File: config.mk
export PLATFORM = sky130hd
export DESIGN_NAME = symtag_l0_cache
export DESIGN_NICKNAME = d
export VERILOG_FILES = /design/src/rtl/symtag_l0_pkg.sv /design/src/rtl/symtag_l0_entry.sv /design/src/rtl/symtag_l0_victim.sv /design/src/rtl/symtag_l0_cache.sv
export SDC_FILE = /design/constraint.sdc
export NUM_CORES = 2
export LEC_CHECK = 0
export ABC_AREA = 1
export BUFFER_PORTS_ARGS = -buffer_cell sky130_fd_sc_hd__clkbuf_2
export CORE_AREA = 8 8 445 447
export DETAILED_ROUTE_END_ITERATION = 7
export DIE_AREA = 0 0 453 455
export GPL_TIMING_DRIVEN = 0
export SETUP_SLACK_MARGIN = 0.05
export SYNTH_ARGS = -nofsm -noshare
export SYNTH_HDL_FRONTEND = slang
export SYNTH_SLANG_ARGS = --single-unit
File: constraint.sdc
create_clock -name clk -period 2.95 [get_ports clk]
set_clock_uncertainty 0.05 [all_clocks]
set_input_delay 0.295 -clock clk [delete_from_list [all_inputs] [get_ports clk]]
set_output_delay 0.295 -clock clk [all_outputs]
set_load 0.02 [all_outputs]
File: src/rtl/symtag_l0_pkg.sv
package symtag_l0_pkg;
   localparam int unsigned DEF_ENTRIES = 2;
   localparam int unsigned DEF_REG_W   = 4;
   localparam int unsigned DEF_SCALE_W = 2;
   localparam int unsigned DEF_DISP_W  = 32;
   localparam int unsigned DEF_LINE_W  = 9;
   localparam int unsigned DEF_DATA_W  = 512;

   // reason a fill target was chosen
   typedef enum logic [1:0] {
      VSEL_DUP  = 2'd0,
      VSEL_FREE = 2'd1,
      VSEL_LRU  = 2'd2
   } vsel_e;
endpackage

File: src/rtl/symtag_l0_entry.sv
module symtag_l0_entry
   import symtag_l0_pkg::*;
#(
   parameter int unsigned REG_W   = DEF_REG_W,
   parameter int unsigned SCALE_W = DEF_SCALE_W,
   parameter int unsigned DISP_W  = DEF_DISP_W,
   parameter int unsigned LINE_W  = DEF_LINE_W,
   parameter int unsigned DATA_W  = DEF_DATA_W
) (
   input  logic              clk,
   input  logic              rst_n,
   input  logic              flush_i,
   input  logic              lk_valid_i,
   input  logic [REG_W-1:0]  lk_base_i,
   input  logic              lk_has_idx_i,
   input  logic [REG_W-1:0]  lk_idx_i,
   input  logic [SCALE_W-1:0] lk_scale_i,
   input  logic [DISP_W-1:0] lk_disp_i,
   input  logic              fl_we_i,
   input  logic [REG_W-1:0]  fl_base_i,
   input  logic              fl_has_idx_i,
   input  logic [REG_W-1:0]  fl_idx_i,
   input  logic [SCALE_W-1:0] fl_scale_i,
   input  logic [DISP_W-1:0] fl_disp_i,
   input  logic [LINE_W-1:0] fl_line_i,
   input  logic [DATA_W-1:0] fl_data_i,
   input  logic              rw_valid_i,
   input  logic [REG_W-1:0]  rw_reg_i,
   input  logic              ev_valid_i,
   input  logic [LINE_W-1:0] ev_line_i,
   input  logic              sa_valid_i,
   input  logic [LINE_W-1:0] sa_line_i,
   output logic              valid_o,
   output logic              hit_o,
   output logic              dup_o,
   output logic [DATA_W-1:0] data_o
);

   logic               v_q;
   logic               hx_q;
   logic [REG_W-1:0]   b_q;
   logic [REG_W-1:0]   x_q;
   logic [SCALE_W-1:0] s_q;
   logic [DISP_W-1:0]  d_q;
   logic [LINE_W-1:0]  l_q;
   logic [DATA_W-1:0]  dat_q;

   logic reg_snoop;
   logic line_snoop;
   logic kill;

   function automatic logic sym_eq(
      input logic [REG_W-1:0]   b,
      input logic               hx,
      input logic [REG_W-1:0]   x,
      input logic [SCALE_W-1:0] s,
      input logic [DISP_W-1:0]  d
   );
      sym_eq = (b == b_q) && (hx == hx_q) && (d == d_q) &&
               (!hx || ((x == x_q) && (s == s_q)));
   endfunction

   always_comb begin
      reg_snoop  = rw_valid_i && ((rw_reg_i == b_q) || (hx_q && (rw_reg_i == x_q)));
      line_snoop = (ev_valid_i && (ev_line_i == l_q)) ||
                   (sa_valid_i && (sa_line_i == l_q));
      kill       = flush_i || (v_q && (reg_snoop || line_snoop));
      hit_o      = lk_valid_i && v_q && !kill &&
                   sym_eq(lk_base_i, lk_has_idx_i, lk_idx_i, lk_scale_i, lk_disp_i);
      dup_o      = v_q && sym_eq(fl_base_i, fl_has_idx_i, fl_idx_i, fl_scale_i, fl_disp_i);
   end

   always_ff @(posedge clk) begin
      if (!rst_n) begin
         v_q   <= 1'b0;
         hx_q  <= 1'b0;
         b_q   <= '0;
         x_q   <= '0;
         s_q   <= '0;
         d_q   <= '0;
         l_q   <= '0;
         dat_q <= '0;
      end else begin
         if (fl_we_i) begin
            v_q   <= 1'b1;
            hx_q  <= fl_has_idx_i;
            b_q   <= fl_base_i;
            x_q   <= fl_idx_i;
            s_q   <= fl_scale_i;
            d_q   <= fl_disp_i;
            l_q   <= fl_line_i;
            dat_q <= fl_data_i;
         end else if (kill) begin
            v_q <= 1'b0;
         end
      end
   end

   assign valid_o = v_q;
   assign data_o  = dat_q;


   base_write_kill_chk: assert property (@(posedge clk) disable iff (!rst_n)
      (v_q && rw_valid_i && (rw_reg_i == b_q) && !fl_we_i) |=> !v_q);


   index_write_kill_chk: assert property (@(posedge clk) disable iff (!rst_n)
      (v_q && hx_q && rw_valid_i && (rw_reg_i == x_q) && !fl_we_i) |=> !v_q);


   evict_kill_chk: assert property (@(posedge clk) disable iff (!rst_n)
      (v_q && ev_valid_i && (ev_line_i == l_q) && !fl_we_i) |=> !v_q);


   alias_kill_chk: assert property (@(posedge clk) disable iff (!rst_n)
      (v_q && sa_valid_i && (sa_line_i == l_q) && !fl_we_i) |=> !v_q);


   fill_load_chk: assert property (@(posedge clk) disable iff (!rst_n)
      fl_we_i |=> (v_q && (b_q == $past(fl_base_i)) && (l_q == $past(fl_line_i)) &&
                   (dat_q == $past(fl_data_i))));

endmodule

File: src/rtl/symtag_l0_victim.sv
module symtag_l0_victim
   import symtag_l0_pkg::*;
#(
   parameter int unsigned ENTRIES = DEF_ENTRIES,
   localparam int unsigned IDX_W  = (ENTRIES > 1) ? $clog2(ENTRIES) : 1
) (
   input  logic               clk,
   input  logic               rst_n,
   input  logic [ENTRIES-1:0] valid_i,
   input  logic [ENTRIES-1:0] dup_i,
   input  logic [ENTRIES-1:0] hit_i,
   input  logic               fill_go_i,
   output logic [IDX_W-1:0]   sel_o
);

   logic [IDX_W-1:0] lru_q;
   logic [IDX_W-1:0] free_idx;
   logic [IDX_W-1:0] dup_idx;
   logic [IDX_W-1:0] hit_idx;
   logic             any_free;
   logic             any_dup;
   vsel_e            why;

   always_comb begin
      free_idx = '0;
      dup_idx  = '0;
      hit_idx  = '0;
      any_free = 1'b0;
      any_dup  = 1'b0;
      for (int i = ENTRIES - 1; i >= 0; i--) begin
         if (!valid_i[i]) begin
            any_free = 1'b1;
            free_idx = IDX_W'(i);
         end
         if (dup_i[i]) begin
            any_dup = 1'b1;
            dup_idx = IDX_W'(i);
         end
         if (hit_i[i]) hit_idx = IDX_W'(i);
      end
      why = any_dup ? VSEL_DUP : (any_free ? VSEL_FREE : VSEL_LRU);
      case (why)
         VSEL_DUP:  sel_o = dup_idx;
         VSEL_FREE: sel_o = free_idx;
         default:   sel_o = lru_q;
      endcase
   end

   always_ff @(posedge clk) begin
      if (!rst_n) begin
         lru_q <= '0;
      end else if (fill_go_i) begin
         lru_q <= ~sel_o;
      end else if (|hit_i) begin
         lru_q <= ~hit_idx;
      end
   end


   free_first_chk: assert property (@(posedge clk) disable iff (!rst_n)
      (fill_go_i && !(|dup_i) && !(&valid_i)) |-> !valid_i[sel_o]);


   dup_target_chk: assert property (@(posedge clk) disable iff (!rst_n)
      (fill_go_i && (|dup_i)) |-> dup_i[sel_o]);


   lru_follow_chk: assert property (@(posedge clk) disable iff (!rst_n)
      fill_go_i |=> (lru_q != $past(sel_o)));

endmodule

File: src/rtl/symtag_l0_cache.sv
module symtag_l0_cache
   import symtag_l0_pkg::*;
#(
   parameter int unsigned ENTRIES = DEF_ENTRIES,
   parameter int unsigned REG_W   = DEF_REG_W,
   parameter int unsigned SCALE_W = DEF_SCALE_W,
   parameter int unsigned DISP_W  = DEF_DISP_W,
   parameter int unsigned LINE_W  = DEF_LINE_W,
   parameter int unsigned DATA_W  = DEF_DATA_W
) (
   input  logic               clk,
   input  logic               rst_n,
   input  logic               flush_i,
   input  logic               lk_valid_i,
   input  logic [REG_W-1:0]   lk_base_i,
   input  logic               lk_has_idx_i,
   input  logic [REG_W-1:0]   lk_idx_i,
   input  logic [SCALE_W-1:0] lk_scale_i,
   input  logic [DISP_W-1:0]  lk_disp_i,
   output logic               lk_hit_o,
   output logic [DATA_W-1:0]  lk_data_o,
   input  logic               fl_valid_i,
   input  logic [REG_W-1:0]   fl_base_i,
   input  logic               fl_has_idx_i,
   input  logic [REG_W-1:0]   fl_idx_i,
   input  logic [SCALE_W-1:0] fl_scale_i,
   input  logic [DISP_W-1:0]  fl_disp_i,
   input  logic [LINE_W-1:0]  fl_line_i,
   input  logic [DATA_W-1:0]  fl_data_i,
   input  logic               rw_valid_i,
   input  logic [REG_W-1:0]   rw_reg_i,
   input  logic               ev_valid_i,
   input  logic [LINE_W-1:0]  ev_line_i,
   input  logic               sa_valid_i,
   input  logic [LINE_W-1:0]  sa_line_i
);

   localparam int unsigned IDX_W = (ENTRIES > 1) ? $clog2(ENTRIES) : 1;

   if (ENTRIES != 2) begin : g_bad_entries
      $error("symtag_l0_cache: ENTRIES must be 2 (single-bit LRU)");
   end
   if (REG_W < 1 || LINE_W < 1 || DATA_W < 1 || DISP_W < 1 || SCALE_W < 1) begin : g_bad_width
      $error("symtag_l0_cache: field widths must be at least 1");
   end

   logic [ENTRIES-1:0] ent_valid;
   logic [ENTRIES-1:0] ent_hit;
   logic [ENTRIES-1:0] ent_dup;
   logic [ENTRIES-1:0] ent_we;
   logic [DATA_W-1:0]  ent_data [ENTRIES];
   logic [IDX_W-1:0]   fill_sel;
   logic               fill_reg_snoop;
   logic               fill_line_snoop;
   logic               fill_go;

   always_comb begin
      fill_reg_snoop  = rw_valid_i && ((rw_reg_i == fl_base_i) ||
                                       (fl_has_idx_i && (rw_reg_i == fl_idx_i)));
      fill_line_snoop = (ev_valid_i && (ev_line_i == fl_line_i)) ||
                        (sa_valid_i && (sa_line_i == fl_line_i));
      fill_go         = fl_valid_i && !flush_i && !fill_reg_snoop && !fill_line_snoop;
   end

   symtag_l0_victim #(
      .ENTRIES (ENTRIES)
   ) u_victim (
      .clk       (clk),
      .rst_n     (rst_n),
      .valid_i   (ent_valid),
      .dup_i     (ent_dup),
      .hit_i     (ent_hit),
      .fill_go_i (fill_go),
      .sel_o     (fill_sel)
   );

   for (genvar g = 0; g < ENTRIES; g++) begin : g_ent
      assign ent_we[g] = fill_go && (fill_sel == IDX_W'(g));

      symtag_l0_entry #(
         .REG_W   (REG_W),
         .SCALE_W (SCALE_W),
         .DISP_W  (DISP_W),
         .LINE_W  (LINE_W),
         .DATA_W  (DATA_W)
      ) u_ent (
         .clk          (clk),
         .rst_n        (rst_n),
         .flush_i      (flush_i),
         .lk_valid_i   (lk_valid_i),
         .lk_base_i    (lk_base_i),
         .lk_has_idx_i (lk_has_idx_i),
         .lk_idx_i     (lk_idx_i),
         .lk_scale_i   (lk_scale_i),
         .lk_disp_i    (lk_disp_i),
         .fl_we_i      (ent_we[g]),
         .fl_base_i    (fl_base_i),
         .fl_has_idx_i (fl_has_idx_i),
         .fl_idx_i     (fl_idx_i),
         .fl_scale_i   (fl_scale_i),
         .fl_disp_i    (fl_disp_i),
         .fl_line_i    (fl_line_i),
         .fl_data_i    (fl_data_i),
         .rw_valid_i   (rw_valid_i),
         .rw_reg_i     (rw_reg_i),
         .ev_valid_i   (ev_valid_i),
         .ev_line_i    (ev_line_i),
         .sa_valid_i   (sa_valid_i),
         .sa_line_i    (sa_line_i),
         .valid_o      (ent_valid[g]),
         .hit_o        (ent_hit[g]),
         .dup_o        (ent_dup[g]),
         .data_o       (ent_data[g])
      );
   end

   always_comb begin
      lk_data_o = '0;
      for (int i = 0; i < ENTRIES; i++) begin
         if (ent_hit[i]) lk_data_o = lk_data_o | ent_data[i];
      end
      lk_hit_o = |ent_hit;
   end


   single_hit_chk: assert property (@(posedge clk) disable iff (!rst_n)
      $onehot0(ent_hit));


   miss_zero_chk: assert property (@(posedge clk) disable iff (!rst_n)
      !lk_hit_o |-> (lk_data_o == '0));


   flush_same_miss_chk: assert property (@(posedge clk) disable iff (!rst_n)
      flush_i |-> !lk_hit_o);


   flush_clear_chk: assert property (@(posedge clk) disable iff (!rst_n)
      (flush_i && !fl_valid_i) |=> (ent_valid == '0));


   fill_drop_chk: assert property (@(posedge clk) disable iff (!rst_n)
      (fl_valid_i && (flush_i || (rw_valid_i && rw_reg_i == fl_base_i) ||
                      (ev_valid_i && ev_line_i == fl_line_i) ||
                      (sa_valid_i && sa_line_i == fl_line_i))) |-> (ent_we == '0));

endmodule

==> flow_summary_export.csv <==
group,metric,value,unit
sta,tns,-517.97,ns
logic_synthesis,synth-edff-count,0,
die,die-area,206000,µm²
place,gp_congestion,1.06,
logic_synthesis,synthCells,10100,
die,die_x,453,µm
clock_network,clkTransAtPathRegs,0.06,ns
worst_setup_path,r2r_cells,16,
place,dp_cells,13700,
die,core_area,191000,µm²
grt,grt_pass1_wl,460000,µm
clock_network,htree_levels,4,
run_status,outcome,"finished with violations",
routing,drt_pre_antenna_iters,6,
sta,min_period,3.62,ns
finish,layout_commonest_cell,"nand2_1",
sta,timing.hold.ws,0.0927,ns
routing,remaining_drc_errors,0,
logic_synthesis,synthTopCellsByArea,"dfxtp_1 (37%), nand2_1 (13%), inv_1 (10%)",
die,initial_utilization,0.321,
hold_path,holdPathEnd,"g_ent[1].u_ent.valid_o",
logic_synthesis,async_flop_share,0,
routing,antenna_left,0,
logic_synthesis,yosys_warnings,0,
clock_network,insertion_delay,0.82,ns
logic_synthesis,ys_ff_latch,1131,
logic_synthesis,syn_area_per_cell,6.10,µm²
grt,grt_antenna_before_repair,81,
flow_run,maxCapViolCount,0,
clock_network,clock_path_buffers,3,
sta,grt_setup_unrepaired,"yes",
power,p_per_area,474,nW/µm²
worst_setup_path,worstSetupPathType,"register to primary output",
clock_network,cts_buffers,139,
logic_synthesis,netlist_area,61400,µm²
routing,finalWirelength,324000,µm
routing,num_vias,73700,
run_status,violations,"setup timing",
power,irDropWorstVdd,0.534,mV
worst_setup_path,cp-end-kind,"primary output",
clock_network,clock-sinks,1131,
worst_setup_path,rr_endpoint,"g_ent[1].u_ent.data_o[277]",
grt,grt_max_degree,17,
worst_setup_path,required,2.61,ns
sta,max_slew_margin,0.0124,
sta,fmax,276,MHz
finish,mostFrequentLayoutCells,"nand2_1 (2142), inv_1 (1632), nor2_1 (1257)",
worst_setup_path,critPathMaxFanout,7,
logic_synthesis,synth_cell_types,27,
routing,first_iter_violations,7866,
sta,finalCritPeriodShare,1.23,
place,post-place-ws,-2.48,ns
logic_synthesis,synth_seq_area_share,0.369,
worst_setup_path,cp-start-kind,"register",
routing,vias_per_cell,5.03,
place,dp_hpwl,246000,µm
logic_synthesis,syn_nets,10700,
routing,wire_per_inst,22.1,µm
clock_network,root_buffer,"clkbuf_16",
worst_setup_path,reg2reg_setup_slack,-0.63,ns
power,leakagePower,40.7,nW
die,die_h,455,µm
worst_setup_path,critPathArrivalTime,3.27,ns
sta,final_hold_viol_count,0,
sta,tightest_slew,1.48,ns
die,rows,161,
worst_setup_path,r2r_start,"g_ent[1].u_ent.d_q[13]",
grt,grt_pass1_vias,69000,
sta,final_max_slew_viol_count,0,
clock_network,cts_tree,"yes",
finish,syn_to_final_growth,38.5,%
place,io_buffers,1144,
hold_path,hold_path_depth,6,
hold_path,hold_path.class,"primary input to register",
hold_path,worstHoldStart,"rw_valid_i",
sta,setup_ws,-0.669,ns
grt,gr-usage-all-layers,0.296,
sta,finalSetupViolCount,1563,
grt,gr-total-overflow,0,
finish,final_cells,14600,
die,ioPinCount,1150,
logic_synthesis,yosys.area.top_type,"dfxtp_1",
logic_synthesis,synth.top_cell.area_share,0.369,
logic_synthesis,ys.flop_type,"dfxtp_1",
finish,drive_gt1_frac,0.194,
finish,nNetsFinal,12600,
-- per-layer routing --
layer	share of wire	vias to the layer above	wire length [µm]	global-route usage
met3	0.093	984	30200	0.0723
met1	0.39	33800	126000	0.359
li1	-	35200	-	-
met2	0.43	3683	139000	0.453
met5	0.000071	-	23	0
met4	0.089	4	28700	0.220
-- per-stage QoR --
stage / power (mW) / instance area [µm²] / utilization
finish: 40.3 / 85000 / 0.444
global route: 41.5 / 84900 / 0.444
CTS: 40.3 / 84200 / 0.440
detailed placement: 21.3 / 70300 / 0.368
global placement: 21.2 / 70200 / 0.367
floorplan: 19.3 / 61400 / -
-- flip-flops by register name, indices dropped and copies added, names as in the netlist --
name / cells
g_ent.u_ent.data_o: 1024
g_ent.u_ent.d_q: 64
g_ent.u_ent.l_q: 18
g_ent.u_ent.b_q: 8
g_ent.u_ent.x_q: 8
g_ent.u_ent.s_q: 4
g_ent.u_ent.hx_q: 2
g_ent.u_ent.valid_o: 2
u_victim.lru_q: 1
-- Yosys cell counts (4+ instances only) --
cell type / number
xor2_1: 25
nor2_1: 1271
a21oi_1: 572
buf_4: 24
inv_1: 1649
xnor2_1: 24
o211ai_1: 4
dfxtp_1: 1131
buf_6: 13
nand2_1: 2156
clkbuf_1: 335
buf_1: 76
buf_2: 349
nand4_1: 574
nand3_1: 1108
o22ai_1: 8
o21ai_0: 571
inv_2: 154
o21ai_1: 4
-- critical path, stage by stage (launching register included) --
cell and delay (ns):
dfxtp_4 0.37, nand2_4 0.08, o21ai_1 0.07, nor2_1 0.09, nand2_1 0.11, nor2_1 0.13
nand3_1 0.12, nor2_4 0.19, nand3_4 0.10, buf_12 0.16, clkbuf_16 0.21, clkbuf_16 0.18
o21ai_4 0.40, buf_8 0.17
-- logic make-up after synthesis --
group	synth area share
DFF	0.369
xor gates and xnor gates	0.00699
buffers and inverters	0.169
and+or+nand+nor	0.359
AOI/OAI and AO/OA	0.0953
-- how the worst max path moves through the flow --
stage | startpoint | endpoint | slack [ns] | depth (start not counted)
floorplan | rw_reg_i[0] | lk_data_o[100] | 0.53 | 13
global placement | lk_disp_i[4] | lk_data_o[90] | -2.77 | 14
detailed placement | lk_disp_i[21] | lk_data_o[287] | -2.48 | 14
CTS | g_ent[1].u_ent.d_q[19] | lk_data_o[287] | -0.64 | 12
global route | g_ent[1].u_ent.b_q[0] | lk_data_o[117] | -0.71 | 14
finish | g_ent[1].u_ent.d_q[21] | lk_data_o[289] | -0.67 | 13
-- power by group --
group	leakage (nW)	switching (mW)	internal, mW
clock	2.33	7.50	10.9
sequential	9.25	0.369	15.9
combinational	29.1	3.56	2.07
-- cell type report --
cell class / count / area (µm²)
diodes: 73 / 183
plain buffers: 798 / 4810
clock buffers: 197 / 4030
clock inverters: 46 / 752
fillers: 20400 / 106000
inverters: 1803 / 6770
multi-input cells: 6328 / 29700
flip-flops and latches: 1131 / 22700
well taps: 2526 / 3160
repair buffers: 1738 / 12800
-- timing repair --
item	4_1_cts	5_1_grt
cloned	9	0
setup endpoints to repair	1644	1644
hold buffers	564	0
endpoints found under the hold margin	1123	0
resized for setup	1102	401
pin swaps	40	18
setup buffers	16	4
(Power assumes the default switching activity.)
